==> config.mk <==
export PLATFORM = sky130hd
export DESIGN_NAME = txrdy_irq_ctrl
export DESIGN_NICKNAME = d
export VERILOG_FILES = /design/src/rtl/txrdy_pkg.sv /design/src/rtl/txrdy_ep_fsm.sv /design/src/rtl/txrdy_irq_merge.sv /design/src/rtl/txrdy_irq_ctrl.sv
export SDC_FILE = /design/constraint.sdc
export NUM_CORES = 1
export LEC_CHECK = 0
export ABC_AREA = 1
export BUFFER_PORTS_ARGS = -buffer_cell sky130_fd_sc_hd__buf_2
export CAP_MARGIN = 30
export CORE_ASPECT_RATIO = 0.8
export CORE_MARGIN = 2
export CORE_UTILIZATION = 37
export CTS_CLUSTER_DIAMETER = 150
export DETAILED_ROUTE_END_ITERATION = 12
export PLACE_DENSITY = 0.82
export SYNTH_ARGS = -nofsm -noshare
export SYNTH_HDL_FRONTEND = slang
export SYNTH_SLANG_ARGS = --single-unit
==> constraint.sdc <==
create_clock -name clk -period 0.8 [get_ports clk]
set_input_delay 0.12 -clock clk [delete_from_list [all_inputs] [get_ports clk]]
set_output_delay 0.12 -clock clk [all_outputs]
set_load 0.02 [all_outputs]
==> src/rtl/txrdy_pkg.sv <==
package txrdy_pkg;

    localparam int NUM_EP = 3;
    localparam int REG_W  = 8;

    typedef enum logic [1:0] {
        S_FIRST = 2'd0,
        S_LOAD  = 2'd1,
        S_ARMED = 2'd2,
        S_DRAIN = 2'd3
    } ep_state_e;

    // bit position of an endpoint in the enable and status images
    function automatic int en_pos(input int ep);
        return (ep == 0) ? 1 : (ep == 1) ? 2 : 7;
    endfunction

    // bit position of an endpoint in the packet-ready image
    function automatic int rdy_pos(input int ep);
        return 5 + ep;
    endfunction

endpackage

==> src/rtl/txrdy_ep_fsm.sv <==
module txrdy_ep_fsm
    import txrdy_pkg::*;
#(
    parameter bit TX_ONLY = 1'b0
) (
    input  logic clk,
    input  logic rst_n,
    input  logic cfg_dir,
    input  logic int_en,
    input  logic fw_arm,
    input  logic fifo_space,
    input  logic host_ack,
    output logic pkt_rdy,
    output logic stat,
    output logic arm_take
);

    ep_state_e state, nxt;
    logic      tx_ok;
    logic      raise;

    generate
        if (TX_ONLY) begin : g_tx_only
            logic unused_dir;
            assign unused_dir = cfg_dir;
            assign tx_ok      = 1'b1;
        end else begin : g_dir
            assign tx_ok = cfg_dir;
        end
    endgenerate

    // state register
    always_ff @(posedge clk or negedge rst_n) begin
        if (!rst_n) state <= S_FIRST;
        else        state <= nxt;
    end

    // next state and event decode
    always_comb begin
        nxt      = state;
        raise    = 1'b0;
        arm_take = 1'b0;
        if (!tx_ok) begin
            nxt = S_FIRST;                        // reconfig
        end else begin
            unique case (state)
                S_FIRST: begin
                    if (fw_arm) begin             // first_arm
                        nxt      = S_ARMED;
                        arm_take = 1'b1;
                    end else if (fifo_space) begin // first_go
                        nxt   = S_LOAD;
                        raise = 1'b1;
                    end
                end
                S_LOAD: begin
                    if (fw_arm) begin             // load_arm
                        nxt      = S_ARMED;
                        arm_take = 1'b1;
                    end
                end
                S_ARMED: begin
                    if (host_ack) begin
                        if (fifo_space) begin     // ack_go
                            nxt   = S_LOAD;
                            raise = 1'b1;
                        end else begin            // ack_wait
                            nxt = S_DRAIN;
                        end
                    end
                end
                S_DRAIN: begin
                    if (fifo_space) begin         // drain_go
                        nxt   = S_LOAD;
                        raise = 1'b1;
                    end
                end
                default: nxt = S_FIRST;
            endcase
        end
    end

    // status bit
    always_ff @(posedge clk or negedge rst_n) begin
        if (!rst_n)               stat <= 1'b0;
        else if (raise && int_en) stat <= 1'b1;
        else if (arm_take || !tx_ok) stat <= 1'b0;
    end

    // outputs
    always_comb begin
        pkt_rdy = (state == S_ARMED) || (state == S_DRAIN);
    end

    p_hold_without_ack_r4: assert property (@(posedge clk) disable iff (!rst_n)
        (state == S_ARMED && !host_ack && tx_ok) |=> (pkt_rdy && !stat));

    p_status_needs_enable_r5: assert property (@(posedge clk) disable iff (!rst_n)
        $rose(stat) |-> $past(int_en));

    p_status_on_load_r2: assert property (@(posedge clk) disable iff (!rst_n)
        $rose(stat) |-> (state == S_LOAD && !pkt_rdy));

    p_dir_off_r6: assert property (@(posedge clk) disable iff (!rst_n)
        !tx_ok |=> (!pkt_rdy && !stat));

    p_arm_sets_ready_r3: assert property (@(posedge clk) disable iff (!rst_n)
        arm_take |=> (pkt_rdy && !stat));

endmodule

==> src/rtl/txrdy_irq_merge.sv <==
module txrdy_irq_merge #(
    parameter int N = 3
) (
    input  logic         clk,
    input  logic         rst_n,
    input  logic [N-1:0] stat,
    input  logic [N-1:0] en,
    input  logic [N-1:0] arm_take,
    output logic         irq_n
);

    logic [N-1:0] live;

    always_comb begin
        live  = stat & en & ~arm_take;
        irq_n = ~|live;
    end

    p_pin_needs_status_r7: assert property (@(posedge clk) disable iff (!rst_n)
        !irq_n |-> (|stat));

endmodule

==> src/rtl/txrdy_irq_ctrl.sv <==
module txrdy_irq_ctrl
    import txrdy_pkg::*;
(
    input  logic             clk,
    input  logic             rst_n,
    input  logic [REG_W-1:0] int_en_i,
    input  logic [NUM_EP-1:0] cfg_dir_i,
    input  logic [REG_W-1:0] rdy_wr_i,
    input  logic [NUM_EP-1:0] fifo_space_i,
    input  logic [NUM_EP-1:0] host_ack_i,
    output logic [REG_W-1:0] rdy_o,
    output logic [REG_W-1:0] stat_o,
    output logic             irq_n_o
);

    logic [NUM_EP-1:0] en_v, arm_v, rdy_v, stat_v, take_v;
    logic [REG_W-1:0]  en_mask, rdy_mask;
    logic              unused_bits;

    always_comb begin
        en_mask  = '0;
        rdy_mask = '0;
        for (int i = 0; i < NUM_EP; i++) begin
            en_v[i]            = int_en_i[en_pos(i)];
            arm_v[i]           = rdy_wr_i[rdy_pos(i)];
            en_mask[en_pos(i)]   = 1'b1;
            rdy_mask[rdy_pos(i)] = 1'b1;
        end
    end

    assign unused_bits = ^{int_en_i & ~en_mask, rdy_wr_i & ~rdy_mask};

    generate
        for (genvar g = 0; g < NUM_EP; g++) begin : g_ep
            txrdy_ep_fsm #(.TX_ONLY(g == NUM_EP - 1)) u_ep (
                .clk        (clk),
                .rst_n      (rst_n),
                .cfg_dir    (cfg_dir_i[g]),
                .int_en     (en_v[g]),
                .fw_arm     (arm_v[g]),
                .fifo_space (fifo_space_i[g]),
                .host_ack   (host_ack_i[g]),
                .pkt_rdy    (rdy_v[g]),
                .stat       (stat_v[g]),
                .arm_take   (take_v[g])
            );
        end
    endgenerate

    always_comb begin
        rdy_o  = '0;
        stat_o = '0;
        for (int i = 0; i < NUM_EP; i++) begin
            rdy_o[rdy_pos(i)] = rdy_v[i];
            stat_o[en_pos(i)] = stat_v[i];
        end
    end

    txrdy_irq_merge #(.N(NUM_EP)) u_merge (
        .clk      (clk),
        .rst_n    (rst_n),
        .stat     (stat_v),
        .en       (en_v),
        .arm_take (take_v),
        .irq_n    (irq_n_o)
    );

    p_spare_bits_zero_r8: assert property (@(posedge clk) disable iff (!rst_n)
        ((rdy_o & ~rdy_mask) == '0) && ((stat_o & ~en_mask) == '0));

endmodule

==> metrics, run 1 <==
status=finished, violations left; failing checks=setup timing; drt pass-1 iters=4; per-cell routed wire length=between 10 and 15 um; total grt overflow=0; Final Hold Vio Count=0; FF-to-FF Start=g_ep[2].u_ep.state[1]; most area-hungry cell type in the Yosys netlist=dfrtp_1; CP startpoint kind=flop; Finished Core Util=62.3%; initial antenna violation count=0; hold crit path type=input port to flop; total power=between 2 and 2.5 mW; # clock sinks=9; synthesis-to-layout area growth=54.4%; final WL=around 1700 um; arrival time at the worst endpoint=between 1 and 1.5 ns; Num CTS Buffers=3; total core area=about 1700 um^2; first-pass GRT wire length=2610 um; HPWL Detailed=approximately 1200 um; antenna cell count=0; PD cells=between 2000 and 2500 nW/um^2; I/O Buffers=22; final worst setup slack=-0.462 ns; Yosys reg bits=9; worst setup path start=g_ep[2].u_ep.state[1]; clk slew on worst S/H paths=about 0.06 ns; GRT Total Usage=between 10% and 20%; fin crit period=1.26 ns; sequential area share after synthesis=33.3%; setup tns final=-4.65 ns; Final Max Slew Viols=0; I/O pins=between 40 and 50; Post-Layout Inst Area=about 1000 um^2; Warnings, synthesis=0; startpoint of the worst hold path=int_en_i[7]; dpl cells=between 100 and 150; H-tree depth=1; GP Congestion=around 0.8; Clk Latency, worst-skew pair=around 0.26 ns; largest fanout on the critical path=3; area share of the largest cell type after synthesis=between 30% and 40%; library cells used by synthesis=18; Die Footprint=2190 um^2; Tcrit/Tclk final=158%; largest net degree at the start of global routing=10; non-filler cells, final=between 150 and 200; Detail Route Antenna Nets=0; FMAX=approximately 0.79 GHz; top cells by area, synth=dfrtp_1 (33%), buf_4 (18%), nand2_1 (13%), inv_1 (7.8%), nand3_1 (6.7%); Final Net Count=between 150 and 200; Post-Syn Area=~680 um^2; CTS max path bufs=2; CTS root buffer=clkbuf_4; Initial DRC Count=10; Via density=between 4 and 5; CTS tree=built; Post-Synthesis Mean Instance Area=6.82 um^2; max capacitance violation total=0; vias in the first global route=about 670; Max VDD drop=0.00135 V; Starting Density=around 40%; final setup fails=16; WP data required=slightly below 0.7 ns; Syn Inst Count=99; RSZ-0062 raised after global routing=yes; CP Capture Type=output port; Area after DPL=roughly 830 um^2; leakage dissipation=approximately 0.57 nW; width of the die=between 50 and 60 um; share of cells above drive strength 1=between 40% and 50%; Rows=13; CP Class=flop to output port; die height=42.2 um; # DRC=0; Final Skew=0.000651 ns; Vias=714
-- worst max-delay path, cell delays in order, from the launching register on --
cell	delay, ns
dfrtp_1	0.38
buf_4	0.13
buf_4	0.12
buf_6	0.12
buf_6	0.12
-- cells in the mapped netlist, drive strengths merged --
cell type  number
o21ai           8
nand2          23
buf            16
inv            14
nand3          10
dfrtp           9
nor2            8
a21oi           1
clkbuf          3
and3            1
conb            1
nand4           3
o211ai          1
nand3b          1
-- logic make-up after synthesis --
group           share of synthesized area [%]
compound gates                           8.33
buf+inv                                  27.2
flops                                    33.3
other cells                             0.555
simple gates                             30.6
-- path summary, 6_finish.rpt --
kind                                         end  slack [ns]  cells after the start
min in group asynchronous      g_ep[0].u_ep.stat        0.24                      2
max in group asynchronous      g_ep[1].u_ep.stat        0.38                      2
setup / recovery                        rdy_o[7]       -0.46                      4
setup reg to reg               g_ep[2].u_ep.stat       -0.42                      8
hold reg to reg            g_ep[2].u_ep.state[0]        0.54                      2
hold / removal                 g_ep[2].u_ep.stat        0.08                      3
-- report_power, final --
group          internal [mW]  total (mW)  switching, mW  leakage (nW)
Clock                  0.192       0.348          0.156        0.0150
Sequential             0.560       0.640         0.0801         0.113
Combinational          0.646        1.22          0.577         0.444
-- stage by stage --
step                setup WS (ns)  hold slack, ns
floorplan                  -0.137          -0.176
global placement           -0.183         -0.0212
detailed placement         -0.220         -0.0207
CTS                        -0.455          0.0746
global route               -0.516          0.0751
finish                     -0.462          0.0830
-- state kept, by name, indices dropped and copies added (netlist names) --
| register | flops |
|---|---|
| g_ep.u_ep.stat | 3 |
| g_ep.u_ep.state | 6 |
-- per-layer routing --
metal,wire [um],share of wire [%],up-vias,GRT usage (%)
li1,-,-,356,-
met1,690,42,329,18.0
met2,863,52,27,26.4
met3,88,5.3,2,4.29
met4,15,0.90,0,10.0
met5,0,0,-,0
-- layout by cell type, fill, tap and decap left out, drive strengths merged, types with 3 or more instances in the layout --
cell type	count
nand4	3
clkbuf	4
nand3	10
buf	42
inv	14
dfrtp	9
nor2	8
o21ai	8
conb	10
nand2	23
-- repair_timing --
item / 4_1_cts / 5_1_grt
resized for setup: 27 / 15
endpoints found under the hold margin: 9 / 0
hold buffers: 1 / 0
buffers inserted: 6 / 5
cloned: 0 / 0
endpoints found under the setup margin: 16 / 16
pin swaps: 6 / 9
-- area by class of cell --
| class | instances | area, um^2 |
|---|---|---|
| clock buffers | 4 | 26.3 |
| fillers | 139 | 632 |
| inverters | 14 | 52.6 |
| multi-input cells | 66 | 372 |
| flip-flops and latches | 9 | 225 |
| well taps | 22 | 27.5 |
| repair buffers | 43 | 340 |
No activity file was read; power rests on OpenSTA's default activity.
==> run 2, diff against run 1 <==
CORE_ASPECT_RATIO = not set   (was 0.8)
CORE_UTILIZATION = 44   (was 37)
PLACE_DENSITY = 0.9   (was 0.82)
clock period = 1.5 ns   (was 0.8 ns; I/O delays follow)
==> metrics, run 2 (same netlist as run 1, synthesis figures left out) <==
hold depth=3 (unchanged); largest net degree at the start of global routing=10 (unchanged); CTS tree=built; antenna cell count=0 (unchanged); Max stage delay cell, worst path=dfrtp_1; RSZ-0062 raised after global routing=no; GRT Total Usage=16.4% (+0.44 points); max capacitance violation total=0 (unchanged); CTS max path bufs=2 (unchanged); total power=0.906 mW (-59%); vias in the first global route=559 (-16%); CP bufs+invs=2 (-2); hold path endpoint=g_ep[2].u_ep.stat; fin crit period=1.43 ns; total core area=1470 um^2 (-12%); hold crit path type=input port to flop; GP Congestion=0.854 (+4.0%); Final Skew=0.00332 ns (+0.00267 ns); cell family with most CP delay=flip-flops; I/O Buffers=22 (unchanged); PD cells=1160 nW/um^2 (-45%); reg-to-reg critical path endpoint=g_ep[1].u_ep.stat; die height=43.2 um (+2.3%); synthesis-to-layout area growth=15.6%; status=finished, final reports clean; CP startpoint kind=flop; drt pass-1 iters=4 (unchanged); per-cell routed wire length=11.0 um (+5.0%); HPWL Detailed=1100 um (-12%); I/O pins=44 (unchanged); CP Capture Type=output port; # clock sinks=9 (unchanged); initial antenna violation count=0 (unchanged); Final Hold Vio Count=0 (unchanged); final setup fails=0 (-16); worst r2r path cells=8 (unchanged); CP Cell Sequence=inv_1, nand3_1, nand3_1, and3_1, buf_4; final WL=1500 um (-9.6%); Finished Core Util=53.1% (-9.2 points); CP most frequent cell=nand3_1; FF-to-FF Start=g_ep[1].u_ep.state[1]; most frequent cells in the layout=nand2_1 (22), buf_2 (21), inv_1 (12), conb_1 (10), nand3_1 (9); Max VDD drop=0.000515 V (-62%); CTS root buffer=clkbuf_4; arrival time at the worst endpoint=1.20 ns (+0.06 ns); Clk Latency, worst-skew pair=0.26 ns (about the same); Via density=4.85 (+7.4%); share of cells above drive strength 1=30.0% (-17 points); Rows=14 (+1); Final Net Count=148 (-9.8%); leakage dissipation=0.456 nW (-20%); Num CTS Buffers=3 (unchanged); Largest Register=g_ep.u_ep.state; width of the die=43.2 um (-17%); WP data required=1.27 ns (+0.59 ns); Starting Density=45.9% (+5.6 points); total grt overflow=0 (unchanged); Final Max Slew Viols=0 (unchanged); Detail Route Antenna Nets=0 (unchanged); max incr delay on CP=0.39 ns (about the same); H-tree depth=1 (unchanged); Die Footprint=1860 um^2 (-15%); startpoint of the worst hold path=int_en_i[7]; Vias=660 (-7.6%); register-to-register setup slack=0.32 ns (+0.74 ns); Tcrit/Tclk final=95.2%; first-pass GRT wire length=2270 um (-13%); FMAX=around 0.7 GHz; Top Registers=g_ep.u_ep.state x6, g_ep.u_ep.stat x3; # DRC=0 (unchanged); setup tns final=0 ns (+4.65 ns); max FFs per register=6 (unchanged); commonest non-fill, non-tap cell in the layout=nand2_1; largest fanout on the critical path=3 (unchanged); CP Class=flop to output port; Initial DRC Count=8 (-2); clk slew on worst S/H paths=0.06 ns (about the same)
## run 2: cell count changes in the layout (fill, tap and decap cells not counted), moves of 3 or more
cell and change:
nand3_1 +3, buf_2 +6, nand3_2 -3, buf_4 -9, o21ai_0 +4, buf_6 -12
nor2_4 -3
## run 2: report_power, final
part	leakage, nW	internal, mW	switching [mW]
combinational	0.329	0.139	0.224
clock	0.0150	0.103	0.0899
sequential	0.111	0.300	0.0496
total	0.456	0.542	0.364
## run 2: per-stage QoR
step / hold WS (ns) / area, um^2 / setup WS [ns] / std cells
global route: 0.225 / 781 / 0.00639 / 136
global placement: 0.0795 / 708 / 0.325 / 127
detailed placement: 0.0838 / 708 / 0.326 / 127
finish: 0.189 / 781 / 0.0719 / 136
floorplan: -0.0706 / 709 / 0.417 / 108
CTS: 0.188 / 744 / 0.0348 / 132
## run 2: area by class of cell
type                    count  area [um^2]
well taps                  16         20.0
multi-input cells          66          303
repair buffers             27          153
inverters                  14         52.6
flip-flops and latches      9          226
fillers                   154          691
clock buffers               4         26.3
## run 2: worst max path at each step
stage	cells after the start	end	from
finish	5	irq_n_o	g_ep[0].u_ep.state[1]
global route	5	irq_n_o	g_ep[1].u_ep.state[1]
floorplan	4	irq_n_o	g_ep[1].u_ep.state[1]
detailed placement	5	irq_n_o	g_ep[1].u_ep.state[1]
CTS	5	irq_n_o	g_ep[1].u_ep.state[1]
global placement	5	irq_n_o	g_ep[1].u_ep.state[1]
## run 2: routing by layer
| layer | global-route usage, % | share of wire, % | vias up |
|---|---|---|---|
| met5 | 0 | 0 | - |
| li1 | - | - | 327 |
| met4 | 7.27 | 1.5 | 0 |
| met2 | 26.0 | 55 | 32 |
| met1 | 20.4 | 37 | 297 |
| met3 | 5.11 | 6.5 | 4 |
## run 2: what timing repair did
action,in CTS,in global routing
hold buffers,1,0
resized for setup,0,5
setup buffers,0,4
hold endpoints to repair,9,0
setup endpoints to repair,0,1
## run 2: tightest hold or removal path, delay by kind of cell
kind                   cells  cell delay (ns)
buffers and inverters      1             0.09
AND/OR/NAND/NOR            2             0.10
